<file path="src/rtl/gwd_pkg.sv">
package gwd_pkg;
  typedef enum logic {
    PICK_ROTATE = 1'b0,
    PICK_LEAST  = 1'b1
  } pick_mode_e;
endpackage

</file>
<file path="src/rtl/gwd_seq_ctr.sv">
module gwd_seq_ctr #(
  parameter int SEQ_W = 4
) (
  input  logic             clk,
  input  logic             rst_n,
  input  logic             inc,
  output logic [SEQ_W-1:0] cur
);
  always_ff @(posedge clk) begin
    if (!rst_n)   cur <= '0;
    else if (inc) cur <= cur + 1'b1;
  end
endmodule

</file>
<file path="src/rtl/gwd_rr_pick.sv">
module gwd_rr_pick #(
  parameter int NUM_ENG = 4,
  localparam int IDX_W  = $clog2(NUM_ENG)
) (
  input  logic               clk,
  input  logic               rst_n,
  input  logic [NUM_ENG-1:0] elig,
  input  logic               adv,
  input  logic [IDX_W-1:0]   grant_idx,
  output logic [IDX_W-1:0]   turn_idx,
  output logic               turn_ok
);
  logic [IDX_W-1:0] ptr_q;

  always_ff @(posedge clk) begin
    if (!rst_n) ptr_q <= '0;
    else if (adv) begin
      if (grant_idx == IDX_W'(NUM_ENG-1)) ptr_q <= '0;
      else                                ptr_q <= grant_idx + 1'b1;
    end
  end

  assign turn_idx = ptr_q;
  assign turn_ok  = elig[ptr_q];
endmodule

</file>
<file path="src/rtl/gwd_lb_pick.sv">
module gwd_lb_pick #(
  parameter int NUM_ENG = 4,
  parameter int OCC_W   = 3,
  localparam int IDX_W  = $clog2(NUM_ENG)
) (
  input  logic [NUM_ENG*OCC_W-1:0] occ,
  input  logic [NUM_ENG-1:0]       elig,
  output logic [IDX_W-1:0]         pick_idx,
  output logic                     pick_ok
);
  logic [OCC_W-1:0] best;

  always_comb begin
    pick_ok  = 1'b0;
    pick_idx = '0;
    best     = '1;
    for (int i = 0; i < NUM_ENG; i++) begin
      if (elig[i] && (!pick_ok || (occ[i*OCC_W +: OCC_W] < best))) begin
        pick_ok  = 1'b1;
        pick_idx = IDX_W'(i);
        best     = occ[i*OCC_W +: OCC_W];
      end
    end
  end
endmodule

</file>
<file path="src/rtl/gwd_eng_slot.sv">
module gwd_eng_slot #(
  parameter int DATA_W = 16,
  parameter int SEQ_W  = 4
) (
  input  logic              clk,
  input  logic              rst_n,
  input  logic              load,
  input  logic [DATA_W-1:0] ld_data,
  input  logic [SEQ_W-1:0]  ld_seq,
  input  logic              out_ready,
  output logic              out_valid,
  output logic [DATA_W-1:0] out_data,
  output logic [SEQ_W-1:0]  out_seq,
  output logic              can_take
);
  assign can_take = !out_valid || out_ready;

  always_ff @(posedge clk) begin
    if (!rst_n) begin
      out_valid <= 1'b0;
      out_data  <= '0;
      out_seq   <= '0;
    end else if (load) begin
      out_valid <= 1'b1;
      out_data  <= ld_data;
      out_seq   <= ld_seq;
    end else if (out_ready) begin
      out_valid <= 1'b0;
    end
  end
endmodule

</file>
<file path="src/rtl/geom_work_dist.sv">
module geom_work_dist #(
  parameter int NUM_ENG = 4,
  parameter int DATA_W  = 16,
  parameter int SEQ_W   = 4,
  parameter int OCC_W   = 3
) (
  input  logic                      clk,
  input  logic                      rst_n,
  input  logic                      mode_sel,
  input  logic                      tag_full,
  input  logic                      cmd_valid,
  output logic                      cmd_ready,
  input  logic [DATA_W-1:0]         cmd_data,
  input  logic [NUM_ENG*OCC_W-1:0]  eng_occ,
  input  logic [NUM_ENG-1:0]        eng_ready,
  output logic [NUM_ENG-1:0]        eng_valid,
  output logic [NUM_ENG*DATA_W-1:0] eng_data,
  output logic [NUM_ENG*SEQ_W-1:0]  eng_seq
);
  import gwd_pkg::*;
  localparam int IDX_W = $clog2(NUM_ENG);

  pick_mode_e         mode;
  logic [NUM_ENG-1:0] elig;
  logic [IDX_W-1:0]   rr_idx, lb_idx, sel_idx;
  logic               rr_ok, lb_ok, sel_ok, accept;
  logic [SEQ_W-1:0]   seq_cur;

  assign mode      = pick_mode_e'(mode_sel);
  assign sel_idx   = (mode == PICK_LEAST) ? lb_idx : rr_idx;
  assign sel_ok    = (mode == PICK_LEAST) ? lb_ok  : rr_ok;
  assign cmd_ready = sel_ok && !tag_full;
  assign accept    = cmd_valid && cmd_ready;

  gwd_seq_ctr #(.SEQ_W(SEQ_W)) u_seq (
    .clk(clk), .rst_n(rst_n), .inc(accept), .cur(seq_cur)
  );

  gwd_rr_pick #(.NUM_ENG(NUM_ENG)) u_rr (
    .clk(clk), .rst_n(rst_n), .elig(elig), .adv(accept),
    .grant_idx(sel_idx), .turn_idx(rr_idx), .turn_ok(rr_ok)
  );

  gwd_lb_pick #(.NUM_ENG(NUM_ENG), .OCC_W(OCC_W)) u_lb (
    .occ(eng_occ), .elig(elig), .pick_idx(lb_idx), .pick_ok(lb_ok)
  );

  for (genvar g = 0; g < NUM_ENG; g++) begin : g_slot
    logic ld;
    assign ld = accept && (sel_idx == IDX_W'(g));
    gwd_eng_slot #(.DATA_W(DATA_W), .SEQ_W(SEQ_W)) u_slot (
      .clk(clk), .rst_n(rst_n), .load(ld), .ld_data(cmd_data), .ld_seq(seq_cur),
      .out_ready(eng_ready[g]), .out_valid(eng_valid[g]),
      .out_data(eng_data[g*DATA_W +: DATA_W]), .out_seq(eng_seq[g*SEQ_W +: SEQ_W]),
      .can_take(elig[g])
    );
  end
endmodule

</file>
<file path="config.mk">
export PLATFORM = sky130hd
export DESIGN_NAME = geom_work_dist
export DESIGN_NICKNAME = d
export VERILOG_FILES = /design/src/rtl/gwd_pkg.sv /design/src/rtl/gwd_seq_ctr.sv /design/src/rtl/gwd_rr_pick.sv /design/src/rtl/gwd_lb_pick.sv /design/src/rtl/gwd_eng_slot.sv /design/src/rtl/geom_work_dist.sv
export SDC_FILE = /design/constraint.sdc
export NUM_CORES = 1
export LEC_CHECK = 0
export ABC_CLOCK_PERIOD_IN_PS = 8600
export BUFFER_PORTS_ARGS = -buffer_cell sky130_fd_sc_hd__buf_2
export CORE_MARGIN = 10
export CORE_UTILIZATION = 55
export CTS_BUF_LIST = sky130_fd_sc_hd__clkbuf_4 sky130_fd_sc_hd__clkbuf_8 sky130_fd_sc_hd__clkbuf_16
export DETAILED_ROUTE_END_ITERATION = 10
export PLACE_DENSITY_LB_ADDON = 0.08
export SETUP_SLACK_MARGIN = 0.15
export SLEW_MARGIN = 15
export SYNTH_ARGS = -nofsm -noshare
export SYNTH_HDL_FRONTEND = slang
export SYNTH_SLANG_ARGS = --single-unit
</file>
<file path="constraint.sdc">
create_clock -name clk -period 8.6 [get_ports clk]
set_input_delay 1.29 -clock clk [delete_from_list [all_inputs] [get_ports clk]]
set_output_delay 1.29 -clock clk [all_outputs]
set_load 0.02 [all_outputs]
</file>
== Word level (Yosys, flattened, before mapping) ==
Cells that the tools add are included.
Storage, ports and cells
  bits in registers: 90
  input port bits: 37
  output and inout bits: 85
  word-level logic and storage cells: 75
Cells by class
  add/sub/neg operators: 2
  order comparisons: 4
  eq/ne operators: 3
  muxes and demuxes: 23
  reduce and logical (&&, ||, !) cells: 29
Operators with widths (count)
  2-to-1 mux 1 bit: 15
  logical AND 1 bit: 9
  less-than comparator 3 bit: 3
  2-to-1 mux 3 bit: 3
  logical NOT 1 bit: 8
  2-to-1 mux 2 bit: 4
  nonzero test 2 bit: 4
  logical OR 1 bit: 7
  adder 4 x 1 -> 4 bit (second input constant): 1
  equality test 2 bit (second input constant): 2
  less-than comparator 2 x 3 -> 1 bit (second input constant): 1
  adder 2 x 1 -> 2 bit (second input constant): 1
  binary-select mux 1 bit (select 2 bit): 1
  equality test 2 x 1 -> 1 bit (second input constant): 1
  logical NOT 2 bit: 1

== Depth between registers and ports, before layout ==
  depth after elaboration: 20
  gate-level depth with buffers: 23
  depth with buffers taken out: 22

== Modules after synthesis ==
Synthesis repeated with hierarchy kept, for this count alone.
Second synthesis, totals
  cells, all modules: 369
  area, all modules: 4066.4 µm²
By module, submodules not included
  gwd_eng_slot: times used 4, cells each 69, area an instance 822.0 µm²
  gwd_lb_pick: times used 1, cells each 56, area an instance 409.1 µm²
  gwd_seq_ctr: times used 1, cells each 16, area an instance 176.4 µm²
  gwd_rr_pick: times used 1, cells each 9, area an instance 112.6 µm²
  geom_work_dist: times used 1, cells each 12, area an instance 80.1 µm²

== Least setup slack after synthesis ==
No wires, ideal clock.
  path type: input to register
  start point: input eng_ready[0]
  end point: register g_slot[1].u_slot.out_seq[0]
  library setup time: 0.116 ns
  data arrival time: 5.022 ns
  required time: 8.484 ns
  path slack: 3.461 ns
  stages: 23
  buffers on the path: 1
  path through: nor2b_2 -> o21ai_0 -> a21o_1 -> nand2_1 -> o21ai_0 -> ha_1 -> o21ai_0 -> a21oi_1 -> nor2_1 -> a21oi_1 -> mux2_2 -> ha_1 -> a211oi_1 -> o21a_1 -> a311o_1 -> a31oi_1 -> o2bb2ai_1 -> or2_2 -> ha_1 -> and2_1 -> buf_4 -> nand2_1 -> a21boi_1
On the way
  longest elaborated chain between the ends: 18
  elaborated cells between the ends (all ways): 31
RTL lines
  from (decl): RTL line geom_work_dist.sv:15  | input logic [NUM_ENG-1:0] eng_ready,
  logical OR 1 bit *: RTL line gwd_eng_slot.sv:16  | assign can_take = !out_valid || out_ready;
  2-to-1 mux 3 bit / 2-to-1 mux 1 bit (equally long branches): RTL line gwd_lb_pick.sv:18  | if (elig[i] && (!pick_ok || (occ[i*OCC_W +: OCC_W] < best))) begin
  less-than comparator 3 bit / logical NOT 1 bit (equally long branches): RTL line gwd_lb_pick.sv:18
  logical OR 1 bit: RTL line gwd_lb_pick.sv:18
  logical AND 1 bit: RTL line gwd_lb_pick.sv:18
  2-to-1 mux 3 bit / 2-to-1 mux 1 bit (equally long branches): RTL line gwd_lb_pick.sv:18
  less-than comparator 3 bit / logical NOT 1 bit (equally long branches): RTL line gwd_lb_pick.sv:18
  logical OR 1 bit: RTL line gwd_lb_pick.sv:18
  [2 not listed]
  less-than comparator 3 bit / logical NOT 1 bit (equally long branches): RTL line gwd_lb_pick.sv:18
  logical OR 1 bit: RTL line gwd_lb_pick.sv:18
  logical AND 1 bit: RTL line gwd_lb_pick.sv:18
  2-to-1 mux 1 bit: RTL line gwd_lb_pick.sv:18
  2-to-1 mux 1 bit: RTL line geom_work_dist.sv:31  | assign sel_ok = (mode == PICK_LEAST) ? lb_ok : rr_ok;
  logical AND 1 bit: RTL line geom_work_dist.sv:32  | assign cmd_ready = sel_ok && !tag_full;
  logical AND 1 bit: RTL line geom_work_dist.sv:33  | assign accept = cmd_valid && cmd_ready;
  logical AND 1 bit *: RTL line geom_work_dist.sv:50  | assign ld = accept && (sel_idx == IDX_W'(g));
  to (signal assigned): RTL line gwd_eng_slot.sv:26  | out_seq <= ld_seq;
  to (decl): RTL line gwd_eng_slot.sv:13  | output logic [SEQ_W-1:0] out_seq,
Every way passes the cells marked *; elsewhere a longest branch is shown, timed or not. The select of a mux whose other input is x is not followed.
A chain may end at the register's enable or synchronous reset.

== Final worst setup path ==
  start point: input eng_ready[0]
  end point: register g_slot[0].u_slot.out_data[4]
On the way
  longest elaborated chain between the ends: 18
  elaborated cells between the ends (all ways): 31
RTL lines
  logical OR 1 bit *: RTL line gwd_eng_slot.sv:16
  2-to-1 mux 3 bit / 2-to-1 mux 1 bit (equally long branches): RTL line gwd_lb_pick.sv:18
  less-than comparator 3 bit / logical NOT 1 bit (equally long branches): RTL line gwd_lb_pick.sv:18
  logical OR 1 bit: RTL line gwd_lb_pick.sv:18
  logical AND 1 bit: RTL line gwd_lb_pick.sv:18
  2-to-1 mux 3 bit / 2-to-1 mux 1 bit (equally long branches): RTL line gwd_lb_pick.sv:18
  less-than comparator 3 bit / logical NOT 1 bit (equally long branches): RTL line gwd_lb_pick.sv:18
  logical OR 1 bit: RTL line gwd_lb_pick.sv:18
  [2 not listed]
  less-than comparator 3 bit / logical NOT 1 bit (equally long branches): RTL line gwd_lb_pick.sv:18
  logical OR 1 bit: RTL line gwd_lb_pick.sv:18
  logical AND 1 bit: RTL line gwd_lb_pick.sv:18
  2-to-1 mux 1 bit: RTL line gwd_lb_pick.sv:18
  2-to-1 mux 1 bit: RTL line geom_work_dist.sv:31
  logical AND 1 bit: RTL line geom_work_dist.sv:32
  logical AND 1 bit: RTL line geom_work_dist.sv:33
  logical AND 1 bit *: RTL line geom_work_dist.sv:50
  to (signal assigned): RTL line gwd_eng_slot.sv:25  | out_data <= ld_data;
  to (decl): RTL line gwd_eng_slot.sv:12  | output logic [DATA_W-1:0] out_data,
Marks and branches as above.

==> results <==
- The via count of the first global-routing pass is 3,414.
- The mean routed wirelength per cell is 15.3 um.
- Once layout is complete, the cells apart from fillers number 664.
- The synthesized area per cell is 8.44 sq um.
- After synthesis the cells add up to 0.00389 sq mm.
- In this run the deepest clock path goes through 2 buffers.
- Measured along the y axis, the die boundary spans 104 um.
- The portion of synthesized area spent on multiplexers is 1.67%.
- For the pin with the worst max-slew slack, the measured transition is 0.934 ns.
- The total number of nets in the final design is 609.
- The row count is 30.
- The tree is rooted in a sky130_fd_sc_hd__clkbuf_8.
- The global router's overall resource usage is 18.8%.
- The maximum fanout along the worst path is 21.
- The final weighted congestion in routability-driven placement is 0.868.
- The area inside the core boundary is 0.00683 sq mm.
- The peak supply drop is 0.000102 V.
- The compound-cell area share of the yosys netlist is 21.1%.
- The number of buffers added by the clock tree synthesis step is 9.
- The first global-routing pass estimated 16,900 um of wire.
- Hold repair after CTS inserted 0 buffers.
- The clock tree synthesis step divided the H-tree into 3 levels.
- The most common cell after layout, fill and taps aside is sky130_fd_sc_hd__nand2_1.
- The category of the worst setup path launch point is an input pin.
- After global routing the overflow that remains totals 0.
- The area growth from synthesis to layout is 18.9%.
- The post-cts sizing count is 0.
- In this run the tightest slew margin relative to its limit is 37.6%.
- The total count of hold-check failures in the final report is 0.
- Clock skew on the completed layout was measured at 0.0165 ns.
- The library cells used most frequently in the layout, excluding fill and tap cells, are 166 x sky130_fd_sc_hd__nand2_1, 121 x sky130_fd_sc_hd__buf_2, 90 x sky130_fd_sc_hd__dfxtp_1.
- In this run the power density over the cells is 184 mW/mm^2.
- By startpoint and endpoint, the worst setup path is classified as input pin to flip-flop.
- Along the worst hold path, the cell count comes to 2.
- Counting tap cells, the placed design contains a total of 648 instances.
- Once the floorplan was initialized, standard cells occupied 56.9% of the core.
- The total routed wirelength is 10,200 um.
- The min-delay analysis places its worst path in the category flip-flop to flip-flop.
- The detailed-route via count is 3,393.
- The number of warnings issued by yosys is 0.
- Total power for the finished layout comes to 851 uW.
- After legalization and detailed placement, the total HPWL measured 7250 um.
- The number of pins with negative max-slew slack in the final report was 0.
- After layout, the worst path uses 67.7% of the clock period.
- Of the total synthesized cell area, the portion taken by full adders, half adders and majority gates is 2.89%.
- The final-layout setup total negative slack is 0 ns.
- The number of cells traversed by the worst register-to-register path is 21.
- Yosys mapped a number of flops with a built-in enable equal to 0.
- The DRC violation total after the first TritonRoute iteration is 135.
- Counting the fill cells in the layout gives 627.
- Synthesis instantiated 42 different standard cells from the library.
- For the worst setup path, the data arrival time is 6.10 ns.
- The flow ran to the end, and the final reports show no timing, DRC or antenna violations.
- Entering global routing, the biggest net connects 91 pins.
- The total of endpoints with negative setup slack in the final report is 0.
- The clock period could shrink to 5.82 ns.
- The worst endpoint required time is 8.88 ns.
- The insertion delay of the later-clocked pin in the worst-skew pair is 0.36 ns.
- The remaining design rule violation count is 0.
- The floorplan die width is 104 um.
- The boundary pin count is 122.
- The post-CTS repair timing setup buffer count is 0.
- STA classifies the critical path endpoint as a flip-flop.
- The synthesized netlist devotes 22.1% of its cell area to simple gates.
- The slowest stage of the critical path is the sky130_fd_sc_hd__and2_1 cell.
- The pre-antenna-repair detailed-routing pass consisted of 4 iterations.
- Traced cell by cell, the critical path runs through buf_2 -> nor2b_2 -> o21ai_0 -> a21o_1 -> o21ai_0 -> ha_1 -> o21ai_0 -> a21oi_1 -> nor2_1 -> a21oi_1 -> mux2_2 -> ha_1 -> a211oi_1 -> o21a_1 -> a311o_1 -> a31oi_1 -> nor2_1 -> a211oi_1 -> ha_1 -> and2_1 -> nand2_1 -> a21boi_1.
- The number of antenna violations at the first check in global routing was 0.
- The number of antenna diodes is 0.
- For this run, asynchronously set or reset flops after synthesis account for 0%.
- The number of routed nets with antenna violations is 0.
- Of the total synthesized cell area, the portion taken by XOR and XNOR cells is 0.675%.
- The gate count after technology mapping is 461.
- The die covers 0.0108 sq mm.
- The synthesized net count is 507.
- The mean number of vias per cell is 5.11.
- Setup repair after global routing left no endpoint under its margin.
- TritonCTS built the clock tree.
- The leakage power is 2.01 nW.
- The most used flip-flop cell after synthesis is sky130_fd_sc_hd__dfxtp_1.
- The largest single stage delay on the critical path is 0.71 ns.
- Sequential elements use 46.3% of the synthesized area.
- The total of buffers placed on input and output ports is 121.
- After clock tree synthesis, the clock-pin slew on the worst setup and hold paths is 0.08 ns.
- The ratio of cells with drive above 1 in the final layout is 25.7%.
- The clock net in this run drives a total of 90 sinks.
- The achievable clock frequency is 172 MHz.
- The largest family of logic cells by synthesized area is simple AND/OR/NAND/NOR gates.
- The count of maximum capacitance violations is 0.
- After synthesis the netlist holds a flip-flop and latch count of 90.
## worst paths after layout
path | startpoint | endpoint | slack, ns
setup / recovery | eng_ready[0] | g_slot[0].u_slot.out_data[4] | 2.78
setup reg to reg | g_slot[0].u_slot.out_valid | g_slot[0].u_slot.out_data[4] | 3.45
hold reg to reg | g_slot[0].u_slot.out_data[0] | g_slot[0].u_slot.out_data[0] | 0.45
hold / removal | g_slot[0].u_slot.out_data[0] | g_slot[0].u_slot.out_data[0] | 0.45
## final cells by class
class	instances	area, sq um	share of cell area (%)
inverters	6	22.5	0.487
clock inverters	6	51.3	1.11
well taps	96	120	2.60
clock buffers	10	131	2.84
flip-flops and latches	90	1800	38.9
repair buffers	122	613	13.3
multi-input cells	334	1890	40.8
## synthesized netlist by cell type (all sizes together) (5+ instances only)
cell type / count / area share (%)
nor2b: 10 / 1.7
dfxtp: 90 / 46
clkbuf: 9 / 0.87
o21ai: 5 / 0.64
ha: 9 / 2.9
and2: 7 / 1.1
nand2: 168 / 16
buf: 22 / 3.7
a21boi: 82 / 16
inv: 6 / 0.58
nor2: 8 / 0.77
## state kept, by name, indices dropped and copies added, names as in the netlist
| signal | flops |
|---|---|
| g_slot.u_slot.out_data | 64 |
| u_seq.cur | 4 |
| g_slot.u_slot.out_seq | 16 |
| u_rr.turn_idx | 2 |
| g_slot.u_slot.out_valid | 4 |
## critical path: cells and delay by family
| family | cells | cell delay (ns) |
|---|---|---|
| adder cells (fa/ha/maj) | 3 | 0.78 |
| multiplexers | 1 | 0.29 |
| buffers and inverters | 1 | 0.11 |
| AO/OA/AOI/OAI | 12 | 2.27 |
| AND/OR/NAND/NOR | 5 | 1.35 |
## metal layers
layer | up-vias | wire (um) | track usage (%)
met2 | 105 | 4810 | 30.9
met5 | - | 0 | 0
met3 | 4 | 660 | 5.95
li1 | 1718 | - | -
met1 | 1566 | 4640 | 23.0
met4 | 0 | 80 | 5.17
## kinds of logic after synthesis
family | Yosys count
and+or+nand+nor | 206
DFF | 90
xor gates and xnor gates | 3
buffers and inverters | 37
muxes | 5
AOI/OAI and AO/OA | 111
adders and majority gates | 9
## stage by stage
step	utilization (%)	worst slack (ns)	hold WS (ns)	cell area (sq um)
3_5_place_dp	65.1	2.48	0.443	4440
2_1_floorplan	-	3.46	0.477	3890
5_1_grt	67.7	2.29	0.474	4630
3_3_place_gp	65.1	2.70	0.437	4440
6_report	67.7	2.78	0.453	4630
4_1_cts	67.7	2.85	0.455	4630
## power by group
group          internal [mW]  switching, mW
combinational         0.0516         0.0880
sequential             0.433        0.00940
clock                  0.112          0.158
Power figures use the tool's default switching activity.
